--- config.mk ---
export PLATFORM = sky130hd
export DESIGN_NAME = mac_ovf_unit
export DESIGN_NICKNAME = d
export VERILOG_FILES = /design/src/rtl/mac_pkg.sv /design/src/rtl/mac_opnd_widen.sv /design/src/rtl/mac_mult.sv /design/src/rtl/mac_wrap_detect.sv /design/src/rtl/mac_ovf_unit.sv
export SDC_FILE = /design/constraint.sdc
export NUM_CORES = 1
export LEC_CHECK = 0
export ABC_AREA = 1
export BUFFER_PORTS_ARGS = -buffer_cell sky130_fd_sc_hd__buf_2
export CAP_MARGIN = 20
export CELL_PAD_IN_SITES_DETAIL_PLACEMENT = 1
export CELL_PAD_IN_SITES_GLOBAL_PLACEMENT = 1
export CORE_MARGIN = 2
export CORE_UTILIZATION = 46
export CTS_CLUSTER_DIAMETER = 30
export CTS_CLUSTER_SIZE = 28
export DETAILED_ROUTE_END_ITERATION = 7
export HOLD_SLACK_MARGIN = 0.05
export PLACE_DENSITY_LB_ADDON = 0.08
export SYNTH_ARGS = -nofsm -noshare
export SYNTH_HDL_FRONTEND = slang
export SYNTH_SLANG_ARGS = --single-unit
export TNS_END_PERCENT = 50
--- constraint.sdc ---
create_clock -name clk -period 9 [get_ports clk]
set_input_delay 0.45 -clock clk [delete_from_list [all_inputs] [get_ports clk]]
set_output_delay 0.45 -clock clk [all_outputs]
set_load 0.05 [all_outputs]
--- src/rtl/mac_pkg.sv ---
package mac_pkg;

    // Direction in which the upper-word counter moves after an add
    typedef enum logic [1:0] {
        STEP_NONE = 2'd0,
        STEP_UP   = 2'd1,
        STEP_DOWN = 2'd2
    } step_e;

    // Smallest native multiplier width that holds an operand of w bits
    function automatic int native_width(input int w);
        if (w <= 9) begin
            return 9;
        end else if (w <= 18) begin
            return 18;
        end
        return 36;
    endfunction

endpackage

--- src/rtl/mac_opnd_widen.sv ---
module mac_opnd_widen #(
    parameter int IN_W  = 5,
    parameter int OUT_W = 9
) (
    input  logic             is_signed,
    input  logic [IN_W-1:0]  din,
    output logic [OUT_W-1:0] dout
);
    localparam int PAD_W = OUT_W - IN_W;

    generate
        if (PAD_W == 0) begin : g_same
            assign dout = din;
        end else begin : g_pad
            logic fill_bit;
            assign fill_bit = is_signed & din[IN_W-1];
            assign dout     = {{PAD_W{fill_bit}}, din};
        end
    endgenerate
endmodule

--- src/rtl/mac_mult.sv ---
module mac_mult #(
    parameter int OP_W  = 5,
    parameter int NAT_W = 9,
    parameter int ACC_W = 20
) (
    input  logic             is_signed,
    input  logic [OP_W-1:0]  op_a,
    input  logic [OP_W-1:0]  op_b,
    output logic [ACC_W-1:0] addend
);
    logic [NAT_W-1:0] nat_a;
    logic [NAT_W-1:0] nat_b;
    logic [ACC_W-1:0] wide_a;
    logic [ACC_W-1:0] wide_b;

    // Operands to the native multiplier width
    mac_opnd_widen #(.IN_W(OP_W), .OUT_W(NAT_W)) u_nat_a (
        .is_signed(is_signed), .din(op_a), .dout(nat_a)
    );
    mac_opnd_widen #(.IN_W(OP_W), .OUT_W(NAT_W)) u_nat_b (
        .is_signed(is_signed), .din(op_b), .dout(nat_b)
    );

    // Native operands to accumulator width; the low ACC_W product bits
    // of the widened operands are the product modulo 2^ACC_W in both modes
    mac_opnd_widen #(.IN_W(NAT_W), .OUT_W(ACC_W)) u_acc_a (
        .is_signed(is_signed), .din(nat_a), .dout(wide_a)
    );
    mac_opnd_widen #(.IN_W(NAT_W), .OUT_W(ACC_W)) u_acc_b (
        .is_signed(is_signed), .din(nat_b), .dout(wide_b)
    );

    assign addend = wide_a * wide_b;
endmodule

--- src/rtl/mac_wrap_detect.sv ---
module mac_wrap_detect
    import mac_pkg::*;
#(
    parameter int ACC_W = 20
) (
    input  logic             is_signed,
    input  logic [ACC_W-1:0] acc_cur,
    input  logic [ACC_W-1:0] addend,
    output logic [ACC_W-1:0] sum,
    output logic             wrap,
    output step_e            step
);
    localparam int MSB = ACC_W - 1;

    logic carry;
    logic same_sign;
    logic sign_flip;

    assign {carry, sum} = {1'b0, acc_cur} + {1'b0, addend};
    assign same_sign    = (acc_cur[MSB] == addend[MSB]);
    assign sign_flip    = (sum[MSB] != acc_cur[MSB]);

    always_comb begin
        wrap = 1'b0;
        step = STEP_NONE;
        if (is_signed) begin
            if (same_sign && sign_flip) begin
                wrap = 1'b1;
                step = addend[MSB] ? STEP_DOWN : STEP_UP;
            end
        end else if (carry) begin
            wrap = 1'b1;
            step = STEP_UP;
        end
    end
endmodule

--- src/rtl/mac_ovf_unit.sv ---
module mac_ovf_unit
    import mac_pkg::*;
#(
    parameter int OP_W  = 9,
    parameter int ACC_W = 2 * mac_pkg::native_width(OP_W) + 2,
    parameter int EXT_W = 8
) (
    input  logic             clk,
    input  logic             rst,
    input  logic             load,
    input  logic             acc_en,
    input  logic             is_signed,
    input  logic [OP_W-1:0]  op_a,
    input  logic [OP_W-1:0]  op_b,
    output logic [ACC_W-1:0] acc_out,
    output logic             wrap_pulse,
    output logic [EXT_W-1:0] ext_hi
);
    localparam int NAT_W = native_width(OP_W);

    typedef struct packed {
        logic [ACC_W-1:0] acc;
        logic             wrap;
        logic [EXT_W-1:0] ext;
    } mac_state_t;

    mac_state_t       st_d;
    mac_state_t       st_q;
    logic [ACC_W-1:0] addend;
    logic [ACC_W-1:0] sum;
    logic             wrap_now;
    step_e            step;

    mac_mult #(.OP_W(OP_W), .NAT_W(NAT_W), .ACC_W(ACC_W)) u_mult (
        .is_signed(is_signed),
        .op_a     (op_a),
        .op_b     (op_b),
        .addend   (addend)
    );

    mac_wrap_detect #(.ACC_W(ACC_W)) u_wrap (
        .is_signed(is_signed),
        .acc_cur  (st_q.acc),
        .addend   (addend),
        .sum      (sum),
        .wrap     (wrap_now),
        .step     (step)
    );

    always_comb begin
        st_d      = st_q;
        st_d.wrap = 1'b0;
        if (load) begin
            st_d.acc = acc_en ? addend : '0;
            st_d.ext = '0;
        end else if (acc_en) begin
            st_d.acc  = sum;
            st_d.wrap = wrap_now;
            case (step)
                STEP_UP:   st_d.ext = st_q.ext + 1'b1;
                STEP_DOWN: st_d.ext = st_q.ext - 1'b1;
                default:   st_d.ext = st_q.ext;
            endcase
        end
    end

    always_ff @(posedge clk) begin
        if (rst) begin
            st_q <= '0;
        end else begin
            st_q <= st_d;
        end
    end

    assign acc_out    = st_q.acc;
    assign wrap_pulse = st_q.wrap;
    assign ext_hi     = st_q.ext;
endmodule

# Word level (Yosys, flattened, before mapping)
# Cells that the tools add are included.
[classes]
mul = 1
muxes = 11
n_eq_ne = 4
bitwise = 3
n_reduce_logical = 6
addsub = 3
[op_table]
columns = ["operator", "n"]
rows = [
  ["$mux 20", 2],
  ["$mux 29", 1],
  ["$add 20x20->21", 1],
  ["$mul 10x10->20", 1],
  ["$pmux 8 s2", 1],
  ["$add 8x1->8 const B", 1],
  ["$sub 8x1->8 const B", 1],
  ["$mux 2", 3],
  ["$mux 1", 4],
  ["$reduce_bool 2->1", 2],
  ["$reduce_or 3->1", 1],
  ["$and 1x1->1", 2],
  ["$eq 2x1->1 const B", 1],
  ["$eq 2x2->1 const B", 1],
  ["$reduce_and 2->1", 1],
  ["$reduce_or 2->1", 1],
  ["$eq 1x1->1", 1],
  ["$logic_and 1x1->1", 1],
  ["$ne 1x1->1", 1],
  ["$not 1->1", 1],
]
[totals]
register_bits = 29
wordCells = 31

# Depth between registers and ports, before layout
# Gate-level depths: netlist of the first run.
[depth]
word_depth = 11
ltp_mapped = 45
depth_no_buf = 44

# Modules after synthesis
# From an unflattened synthesis of the first run, not the netlist that was laid out.
[hier_totals]
hier_cells = 1574
area_unflattened_um2 = 10359.9
[by_module_without_submodules]
columns = ["module", "cells_per_inst", "area_each_um2", "instances"]
rows = [
  ["mac_mult", 1012, 6920.4, 1],
  ["mac_ovf_unit", 284, 1750.4, 1],
  ["mac_wrap_detect", 216, 1238.7, 1],
  ["mac_opnd_widen (u_mult.u_acc_a ...)", 22, 157.7, 2],
  ["mac_opnd_widen (u_mult.u_nat_a ...)", 9, 67.6, 2],
]

# Least setup slack after synthesis of the first run
# Ideal clock, no wire load.
[synth_path]
kind = "in2reg"
from = "input op_b[8]"
to = "register st_q, in the netlist ext_hi[6]"
cell_stages = 42
required_ps = 8885
slack_ps = 1235
arrival_ps = 7650
path_buffers = 1
path_cell_list = "clkbuf_1 -> nand2_1 -> or2_2 -> fa_1 -> fa_1 -> inv_1 -> fa_1 -> fa_1 -> inv_1 -> fa_1 -> inv_1 -> ha_1 -> nand2_1 -> inv_1 -> a21oi_1 -> nand2_2 -> nand2_1 -> nand2_2 -> [... 6 more ...] -> a21oi_1 -> nand3_2 -> xor2_2 -> nand2_2 -> nand2_2 -> nand2_1 -> ha_1 -> inv_1 -> fa_1 -> nor2_1 -> o21ai_0 -> nand2_1 -> nand2_1 -> nand2_1 -> a21oi_1 -> xnor2_1 -> o21ai_0 -> inv_1"
[synth_between]
elab_chain_cells = 10
elab_cells_between_ends = 15
[synth_rtl]
columns = ["element", "line_no", "source"]
rows = [
  ["start, declared", "mac_ovf_unit.sv:14", "input logic [OP_W-1:0] op_b,"],
  ["$and 1x1->1", "mac_opnd_widen.sv:16", "assign fill_bit = is_signed & din[IN_W-1];"],
  ["$mul 10x10->20 *", "mac_mult.sv:33", "assign addend = wide_a * wide_b;"],
  ["$add 20x20->21", "mac_wrap_detect.sv:19", "assign {carry, sum} = {1'b0, acc_cur} + {1'b0, addend};"],
  ["$ne 1x1->1", "mac_wrap_detect.sv:21", "assign sign_flip = (sum[MSB] != acc_cur[MSB]);"],
  ["$logic_and 1x1->1", "mac_wrap_detect.sv:27", "if (same_sign && sign_flip) begin"],
  ["$mux 2", "mac_wrap_detect.sv:27", ""],
  ["$mux 2 *", "mac_wrap_detect.sv:26", "if (is_signed) begin"],
  ["$eq 2x2->1 or $eq 2x1->1 (tied branches)", "mac_ovf_unit.sv:59", "case (step)"],
  ["$reduce_bool 2->1 (no line)", "--", ""],
  ["$reduce_and 2->1 (no line)", "--", ""],
  ["end signal, assigned", "mac_ovf_unit.sv:71", "st_q <= st_d;"],
  ["end, declared", "mac_ovf_unit.sv:28", "mac_state_t st_q;"],
]
# Mark *: on every way between the ends. The rest lies on a longest branch, timed or not.
# A chain may end at the register's enable or synchronous reset.

# Worst setup path in the final report of the first run
# Same ends and word-level chain as after synthesis.

==> results.py, run 1 <==
metrics = {
    "final_layout": {
        "fin_area_sq_um": 7820,
        "nets": 1298,
        "antenna_cells": 0,
        "final_common_cell": "nand2_1",
        "syn2layout_area_growth_pct": 8.22,
        "finish.utilization_pct": 51.3,
        "multi_input_area_sq_um": 5530,
        "seqCellArea_sq_um": 581,
        "n_fill_cell": 2090,
        "mostFrequentLayoutCells": "nand2_1 (285), inv_1 (263), fa_1 (93), ha_1 (76), nor2_1 (62)",
        "drive_gt1_share_pct": 8.49,
    },
    "placed_design": {
        "place_area_sq_um": 7630,
        "place.gp.congestion": 0.908,
        "dp_hpwl_um": 17000,
        "io_buffer_count": 51,
    },
    "hold_path": {
        "min_path_cells": 2,
        "min_path_type": "register to register",
        "hold_end": "acc_out[7]$_SDFFE_PP0P_",
        "hold_start": "acc_out[7]$_SDFFE_PP0P_",
    },
    "synthesis": {
        "synth_fp_nets": 1269,
        "avgSynthCellArea_sq_um": 6.71,
        "postSynthCellCount": 1077,
        "ys_warn_count": 0,
        "syn-cell-area_sq_um": 7230,
        "ys_ff_latch": 29,
        "yosysSeqAreaShare_pct": 8.03,
        "synthMuxAreaShare_pct": 0,
        "synth_xor_area_share_pct": 2.87,
        "synth-simple-area-share_pct": 27.2,
        "synth_cell_types": 38,
        "synth_top_family_by_area": "adder cells",
        "synth_fa_ha_area_share_pct": 38.9,
        "synth_compound_gate_area_share_pct": 7.41,
    },
    "clock_network": {
        "postCtsHoldBufs": 0,
        "cts_tree": "yes",
        "post_cts_resized": 0,
        "clockBufferDepth": 2,
        "clk_pin_slew_ps": 60,
        "postCtsSetupBuffers": 0,
        "root_buffer": "clkbuf_16",
        "clk_latency_ps": 290,
        "h-tree-depth": 2,
        "cts_num_sinks": 29,
        "cts-buffers-inserted": 5,
    },
    "setup_path": {
        "cp_max_fo": 10,
        "cp_slowest_cell": "fa_1",
        "rrSetupSlack_ps": 4730,
        "slowest_delay_ps": 550,
        "worstRegToRegCells": 27,
        "regToRegStartpoint": "acc_out[0]$_SDFFE_PP0P_",
        "reg2reg_to": "ext_hi[6]$_SDFFE_PP0P_",
        "crit_path_frequent_cell": "nand2_1",
        "arrival_ps": 8370,
        "critical_path_class": "input pin to register",
        "cp.required_ps": 9180,
        "cp-end-kind": "register",
        "start_kind": "input pin",
    },
    "sta": {
        "setup_viol_count_final": 0,
        "min_period_ps": 8190,
        "tightest_slew_ps": 1040,
        "timing.hold.ws_ps": 486,
        "fin_skew_ps": 3.23,
        "timing.slew.headroom_pct": 30.5,
        "timing.fmax_mhz": 122,
        "timing.final.crit_share_pct": 91.0,
        "rsz0062_at_grt": "no",
        "hold_viol_final": 0,
        "tns_ps": 0,
        "maxSlewViolCount": 0,
    },
    "floorplan": {
        "io_pins": 52,
        "initial_utilization_pct": 47.4,
        "rows": 45,
        "dieArea_sq_um": 16700,
        "fp.dieH_um": 129,
        "fp.dieW_um": 129,
        "core_sq_um": 15300,
    },
    "drt": {
        "wirelength_um": 19900,
        "drtIter0Drc": 250,
        "detailroute.via_count": 6667,
        "viasPerCell": 5.06,
        "first_pass_iters": 4,
        "drt-wirelength-per-cell_um": 15.1,
        "drc": 0,
        "ant_nets": 0,
    },
    "flow_run": {
        "drv_cap": 0,
    },
    "status": {
        "status": "complete, no violations",
    },
    "global_routing": {
        "grt_pass1_vias": 7257,
        "antenna_found_initial": 0,
        "gr-total-overflow": 0,
        "grt_max_degree": 28,
        "grt_pass1_wl_um": 34200,
        "grt_usage_pct": 25.7,
    },
}
state kept, by name, summed over array words and instances, names as in the netlist:
signal	flops
acc_out	20
ext_hi	8
wrap_pulse	1
cell type report:
type / instances / share of cell area (%)
multi-input cells: 751 / 70.7
inverters: 268 / 12.9
flip-flops and latches: 29 / 7.42
well taps: 211 / 3.37
repair buffers: 51 / 3.26
clock buffers: 5 / 1.60
clock inverters: 3 / 0.832
how the worst max path moves through the flow:
stage	start	to	slack [ps]	cells past startpoint
CTS	op_b[8]	ext_hi[6]$_SDFFE_PP0P_	780	41
floorplan	op_b[8]	ext_hi[6]$_SDFFE_PP0P_	1230	42
detailed placement	op_b[8]	ext_hi[6]$_SDFFE_PP0P_	510	41
global placement	op_b[8]	ext_hi[6]$_SDFFE_PP0P_	590	41
global route	op_b[8]	ext_hi[6]$_SDFFE_PP0P_	110	41
finish	op_b[8]	ext_hi[6]$_SDFFE_PP0P_	810	41
per-layer routing:
layer / global-route usage (%) / vias up / wire length (um)
li1: - / 3298 / -
met1: 33.4 / 3235 / 9440
met2: 45.4 / 97 / 9600
met3: 3.34 / 37 / 481
met4: 6.59 / 0 / 427
met5: 0 / - / 0
synth_stat cells:
cell type / n / area [sq um]
nand4_1: 16 / 100
nand3_1: 61 / 305
o21ai_1: 4 / 20.0
buf_2: 1 / 5.00
nand3b_1: 4 / 30.0
nor2_4: 1 / 11.3
nor3_1: 3 / 15.0
nand3_2: 1 / 10.0
a31oi_1: 4 / 25.0
a21oi_1: 55 / 275
o211ai_1: 5 / 37.5
o21bai_1: 7 / 52.6
o21ai_0: 19 / 95.1
or2_2: 2 / 12.5
nand2_2: 16 / 100
a21oi_2: 1 / 8.76
clkinv_1: 1 / 3.75
xnor2_1: 12 / 105
dfxtp_1: 29 / 581
clkbuf_1: 24 / 90.1
o22ai_1: 1 / 6.26
nor2_8: 1 / 20.0
and2_1: 2 / 12.5
nor2_1: 63 / 236
xor2_2: 2 / 32.5
nand2_1: 285 / 1070
and2_4: 1 / 8.76
xor2_1: 8 / 70.1
a21o_1: 1 / 7.51
o21a_1: 1 / 7.51
nor2_2: 5 / 31.3
fa_1: 93 / 1860
ha_1: 76 / 951
inv_2: 4 / 15.0
inv_1: 263 / 987
buf_6: 1 / 11.3
nor4_1: 1 / 6.26
buf_1: 3 / 11.3
cells by family (layout without fill, tap and decap cells):
group	Yosys count	count (layout)
adder cells (fa/ha/maj)	169	169
buffers and inverters	297	327
AND/OR/NAND/NOR	462	462
AO/OA/AOI/OAI	98	98
flip-flops	29	29
XOR/XNOR	22	22
per-stage QoR:
step,worst slack [ps],cells
final,809,1318
after global routing,114,1318
after CTS,780,1318
after detailed placement,508,1310
after global placement,595,1310
after floorplan,1230,1077
worst max-delay path: cells and delay by family:
| family | cells | cell delay, ps |
|---|---|---|
| adders and majority gates | 9 | 4060 |
| buffers and inverters | 7 | 570 |
| and+or+nand+nor | 16 | 1940 |
| xor gates and xnor gates | 2 | 280 |
| AOI/OAI and AO/OA | 7 | 1060 |
Power of run 1 is left out: the tool's default activity adds up to more than one toggle a clock period on the data nets, which glitch-free logic cannot reach.
==> inputs of run 2 (changes only) <==
--- a/config.mk
+++ b/config.mk
@@ -16,7 +16,7 @@
 export CTS_CLUSTER_SIZE = 28
 export DETAILED_ROUTE_END_ITERATION = 7
 export HOLD_SLACK_MARGIN = 0.05
-export PLACE_DENSITY_LB_ADDON = 0.08
+export PLACE_DENSITY_LB_ADDON = 0.1
 export SYNTH_ARGS = -nofsm -noshare
 export SYNTH_HDL_FRONTEND = slang
 export SYNTH_SLANG_ARGS = --single-unit
==> run 2 against run 1 <==
Against the previous run:
- register-to-register slack better by 160 ps
- first-iteration DRC count up 14%
- flip-flop and latch count unchanged
- die area unchanged
- final area down 0.61%
- wire length down 3.3%
- critical path depth unchanged
- cell count unchanged
- clock skew up 3.9 ps
- non-clock buffer count unchanged
- utilization down 0.31 points
- critical path type unchanged
==> results.py, run 2 (synthesis gave the netlist of run 1 again) <==
metrics = {
    "status": {
        "status": "complete, no violations",
    },
    "drt": {
        "drt-wirelength-per-cell_um": 14.6,
        "wirelength_um": 19300,
        "ant_nets": 0,
        "drtIter0Drc": 286,
        "viasPerCell": 5.04,
        "drc": 0,
        "first_pass_iters": 5,
        "detailroute.via_count": 6648,
    },
    "final_layout": {
        "final_common_cell": "nand2_1",
        "drive_gt1_share_pct": 8.49,
        "nets": 1298,
        "mostFrequentLayoutCells": "nand2_1 (285), inv_1 (263), fa_1 (93), ha_1 (76), nor2_1 (62)",
        "largest_register_ffs": 20,
        "antenna_cells": 0,
        "syn2layout_area_growth_pct": 7.56,
    },
    "clock_network": {
        "clk_latency_ps": 290,
        "clk_pin_slew_ps": 50,
        "clockBufferDepth": 2,
        "cts-buffers-inserted": 5,
        "root_buffer": "clkbuf_16",
        "cts_num_sinks": 29,
        "cts_tree": "yes",
        "postCtsSetupBuffers": 0,
        "post_cts_resized": 0,
        "h-tree-depth": 2,
        "postCtsHoldBufs": 0,
    },
    "sta": {
        "timing.hold.ws_ps": 475,
        "timing.fmax_mhz": 121,
        "tightest_slew_ps": 973,
        "rsz0062_at_grt": "no",
        "tns_ps": 0,
        "setup_viol_count_final": 0,
        "timing.final.crit_share_pct": 91.5,
        "fin_skew_ps": 7.17,
        "maxSlewViolCount": 0,
        "min_period_ps": 8230,
        "hold_viol_final": 0,
        "timing.slew.headroom_pct": 35.1,
    },
    "setup_path": {
        "cp-end-kind": "register",
        "cp.required_ps": 9180,
        "start_kind": "input pin",
        "cp_slowest_cell": "fa_1",
        "arrival_ps": 8410,
        "slowest_delay_ps": 550,
        "crit_path_frequent_cell": "nand2_1",
        "cp_max_fo": 10,
        "rrSetupSlack_ps": 4890,
        "critical_path_class": "input pin to register",
    },
    "floorplan": {
        "initial_utilization_pct": 47.4,
        "dieArea_sq_um": 16700,
        "fp.dieH_um": 129,
        "rows": 45,
        "core_sq_um": 15300,
        "fp.dieW_um": 129,
        "io_pins": 52,
    },
    "global_routing": {
        "grt_usage_pct": 24.9,
        "grt_pass1_vias": 7100,
        "grt_pass1_wl_um": 33500,
        "gr-total-overflow": 0,
        "grt_max_degree": 28,
        "antenna_found_initial": 0,
    },
    "placed_design": {
        "io_buffer_count": 51,
        "dp_hpwl_um": 16500,
        "place.gp.congestion": 0.898,
    },
    "flow_run": {
        "drv_cap": 0,
    },
    "hold_path": {
        "min_path_type": "register to register",
    },
}
==> run 2: cell count changes in the layout (fill, tap and decap cells not counted), sizes merged <==
cell,delta
bufinv,-2
clkinv,+1
clkinvlp,+1
==> run 2: cell type report <==
cell class / instances / area [sq um]
inverters: 268 / 1010
well taps: 211 / 264
flip-flops and latches: 29 / 581
fillers: 2111 / 7480
clock inverters: 3 / 17.5
multi-input cells: 751 / 5530
repair buffers: 51 / 255
clock buffers: 5 / 125
==> run 2: metrics by stage <==
| stage | instance area, sq um | util, % | std cells | worst slack, ps |
|---|---|---|---|---|
| after floorplan | 7230 | - | 1077 | 1230 |
| after global placement | 7630 | 50.0 | 1310 | 651 |
| after detailed placement | 7630 | 50.0 | 1310 | 442 |
| after CTS | 7780 | 51.0 | 1318 | 718 |
| after global routing | 7780 | 51.0 | 1318 | 90.4 |
| final | 7780 | 51.0 | 1318 | 769 |
==> run 2: critical path, delay by kind of cell <==
kind / cells / cell delay [ps]
adder cells (fa/ha/maj): 9 / 4110
AND/OR/NAND/NOR: 16 / 1900
AO/OA/AOI/OAI: 7 / 1070
buffers and inverters: 7 / 570
XOR/XNOR: 2 / 270
==> run 2: layer usage <==
layer | wire length (um) | share of wire (%) | vias to the layer above | global-route usage [%]
met2 | 9330 | 48 | 120 | 44.8
met4 | 210 | 1.1 | 0 | 3.52
met1 | 9020 | 47 | 3221 | 33.3
met3 | 732 | 3.8 | 16 | 2.56
met5 | 0 | 0 | - | 0
li1 | - | - | 3291 | -
==> run 2: worst paths after layout <==
check	from	to	depth (start not counted)
setup / recovery	op_b[8]	ext_hi[6]$_SDFFE_PP0P_	41
hold / removal	ext_hi[7]$_SDFFE_PP0P_	ext_hi[7]$_SDFFE_PP0P_	2
setup reg to reg	acc_out[0]$_SDFFE_PP0P_	ext_hi[6]$_SDFFE_PP0P_	27
hold reg to reg	ext_hi[7]$_SDFFE_PP0P_	ext_hi[7]$_SDFFE_PP0P_	2
Power of run 2 is left out for the same reason.
==> inputs of run 3 (changes only) <==
--- a/config.mk
+++ b/config.mk
@@ -12,6 +12,7 @@
 export CELL_PAD_IN_SITES_GLOBAL_PLACEMENT = 1
 export CORE_MARGIN = 2
 export CORE_UTILIZATION = 46
+export CTS_BUF_LIST = sky130_fd_sc_hd__clkbuf_4
 export CTS_CLUSTER_DIAMETER = 30
 export CTS_CLUSTER_SIZE = 28
 export DETAILED_ROUTE_END_ITERATION = 7
==> run 3 against run 2 <==
Against the previous run:
- hold slack better by 5.6 ps
- setup slack better by 97 ps
- clock-buffer cell count unchanged
- sequential share of layout area up 0.083 points
- critical endpoint unchanged
==> results.py, run 3 (synthesis gave the netlist of run 1 again) <==
metrics = {
    "clock_network": {
        "postCtsHoldBufs": 0,
        "clockBufferDepth": 2,
        "post_cts_resized": 0,
        "cts_num_sinks": 29,
        "postCtsSetupBuffers": 0,
        "root_buffer": "clkbuf_4",
        "cts_tree": "yes",
        "cts-buffers-inserted": 5,
        "clk_latency_ps": 370,
        "clk_pin_slew_ps": 110,
        "h-tree-depth": 2,
    },
    "setup_path": {
        "cp.required_ps": 9270,
        "cp_num_buf_inv": 7,
        "cp_max_fo": 10,
        "crit_family": "adder cells",
        "cp_slowest_cell": "fa_1",
        "slowest_delay_ps": 550,
        "crit_path_frequent_cell": "nand2_1",
        "arrival_ps": 8400,
        "start_kind": "input pin",
        "cp-end-kind": "register",
        "critical_path_class": "input pin to register",
    },
    "drt": {
        "drt-wirelength-per-cell_um": 14.5,
        "viasPerCell": 5.02,
        "wirelength_um": 19200,
        "ant_nets": 0,
        "drc": 0,
        "first_pass_iters": 5,
        "detailroute.via_count": 6616,
        "drtIter0Drc": 303,
    },
    "global_routing": {
        "grt_usage_pct": 24.8,
        "grt_pass1_wl_um": 33300,
        "antenna_found_initial": 0,
        "grt_max_degree": 28,
        "gr-total-overflow": 0,
        "grt_pass1_vias": 7050,
    },
    "final_layout": {
        "nets": 1298,
        "syn2layout_area_growth_pct": 6.39,
        "final_common_cell": "nand2_1",
        "mostFrequentLayoutCells": "nand2_1 (285), inv_1 (263), fa_1 (93), ha_1 (76), nor2_1 (62)",
        "drive_gt1_share_pct": 8.49,
        "largest_register_ffs": 20,
    },
    "sta": {
        "min_period_ps": 8130,
        "timing.final.crit_share_pct": 90.4,
        "maxSlewViolCount": 0,
        "timing.fmax_mhz": 123,
        "timing.slew.headroom_pct": 34.7,
        "hold_viol_final": 0,
        "tns_ps": 0,
        "fin_skew_ps": 16.0,
        "setup_viol_count_final": 0,
        "timing.hold.ws_ps": 480,
        "rsz0062_at_grt": "no",
        "tightest_slew_ps": 979,
    },
    "floorplan": {
        "dieArea_sq_um": 16700,
        "initial_utilization_pct": 47.4,
        "fp.dieW_um": 129,
        "core_sq_um": 15300,
        "io_pins": 52,
        "fp.dieH_um": 129,
        "rows": 45,
    },
    "placed_design": {
        "place.gp.congestion": 0.898,
        "dp_hpwl_um": 16500,
        "io_buffer_count": 51,
    },
    "status": {
        "status": "complete, no violations",
    },
    "hold_path": {
        "min_path_type": "register to register",
    },
    "flow_run": {
        "drv_cap": 0,
    },
}
[run 3: worst paths after layout]
| check | startpoint | endpoint | slack [ps] | cells after the start |
|---|---|---|---|---|
| max | op_b[8] | ext_hi[6]$_SDFFE_PP0P_ | 870 | 41 |
| min | ext_hi[7]$_SDFFE_PP0P_ | ext_hi[7]$_SDFFE_PP0P_ | 480 | 2 |
| max reg2reg | acc_out[0]$_SDFFE_PP0P_ | ext_hi[6]$_SDFFE_PP0P_ | 4880 | 27 |
| min reg2reg | ext_hi[7]$_SDFFE_PP0P_ | ext_hi[7]$_SDFFE_PP0P_ | 480 | 2 |
[run 3: per-layer routing]
metal,share of wire [%],up-vias,global-route usage (%)
met5,0,-,0
met4,0.81,0,2.81
met3,3.0,11,2.39
met2,48,101,44.4
met1,48,3210,33.5
li1,-,3294,-
[run 3: stage by stage]
step | instances | area, sq um | worst slack [ps] | util, %
after global routing | 1318 | 7690 | 194 | 50.4
after global placement | 1310 | 7630 | 651 | 50.0
after CTS | 1318 | 7690 | 825 | 50.4
after floorplan | 1077 | 7230 | 1230 | -
after detailed placement | 1310 | 7630 | 442 | 50.0
final | 1319 | 7690 | 866 | 50.4
[run 3: final cells by class]
cell class              instances  area [sq um]
repair buffers                 51           255
fillers                      2121          7570
multi-input cells             751          5530
flip-flops and latches         29           581
inverters                     268          1010
clock inverters                 3          17.5
well taps                     211           264
diodes                          1          2.50
clock buffers                   5          37.5
[run 3: worst min-delay path, cell delays in order (launching register included)]
cell and delay [ps]:
dfxtp_1 330, inv_1 60, a21oi_1 50
Power of run 3 is left out for the same reason.
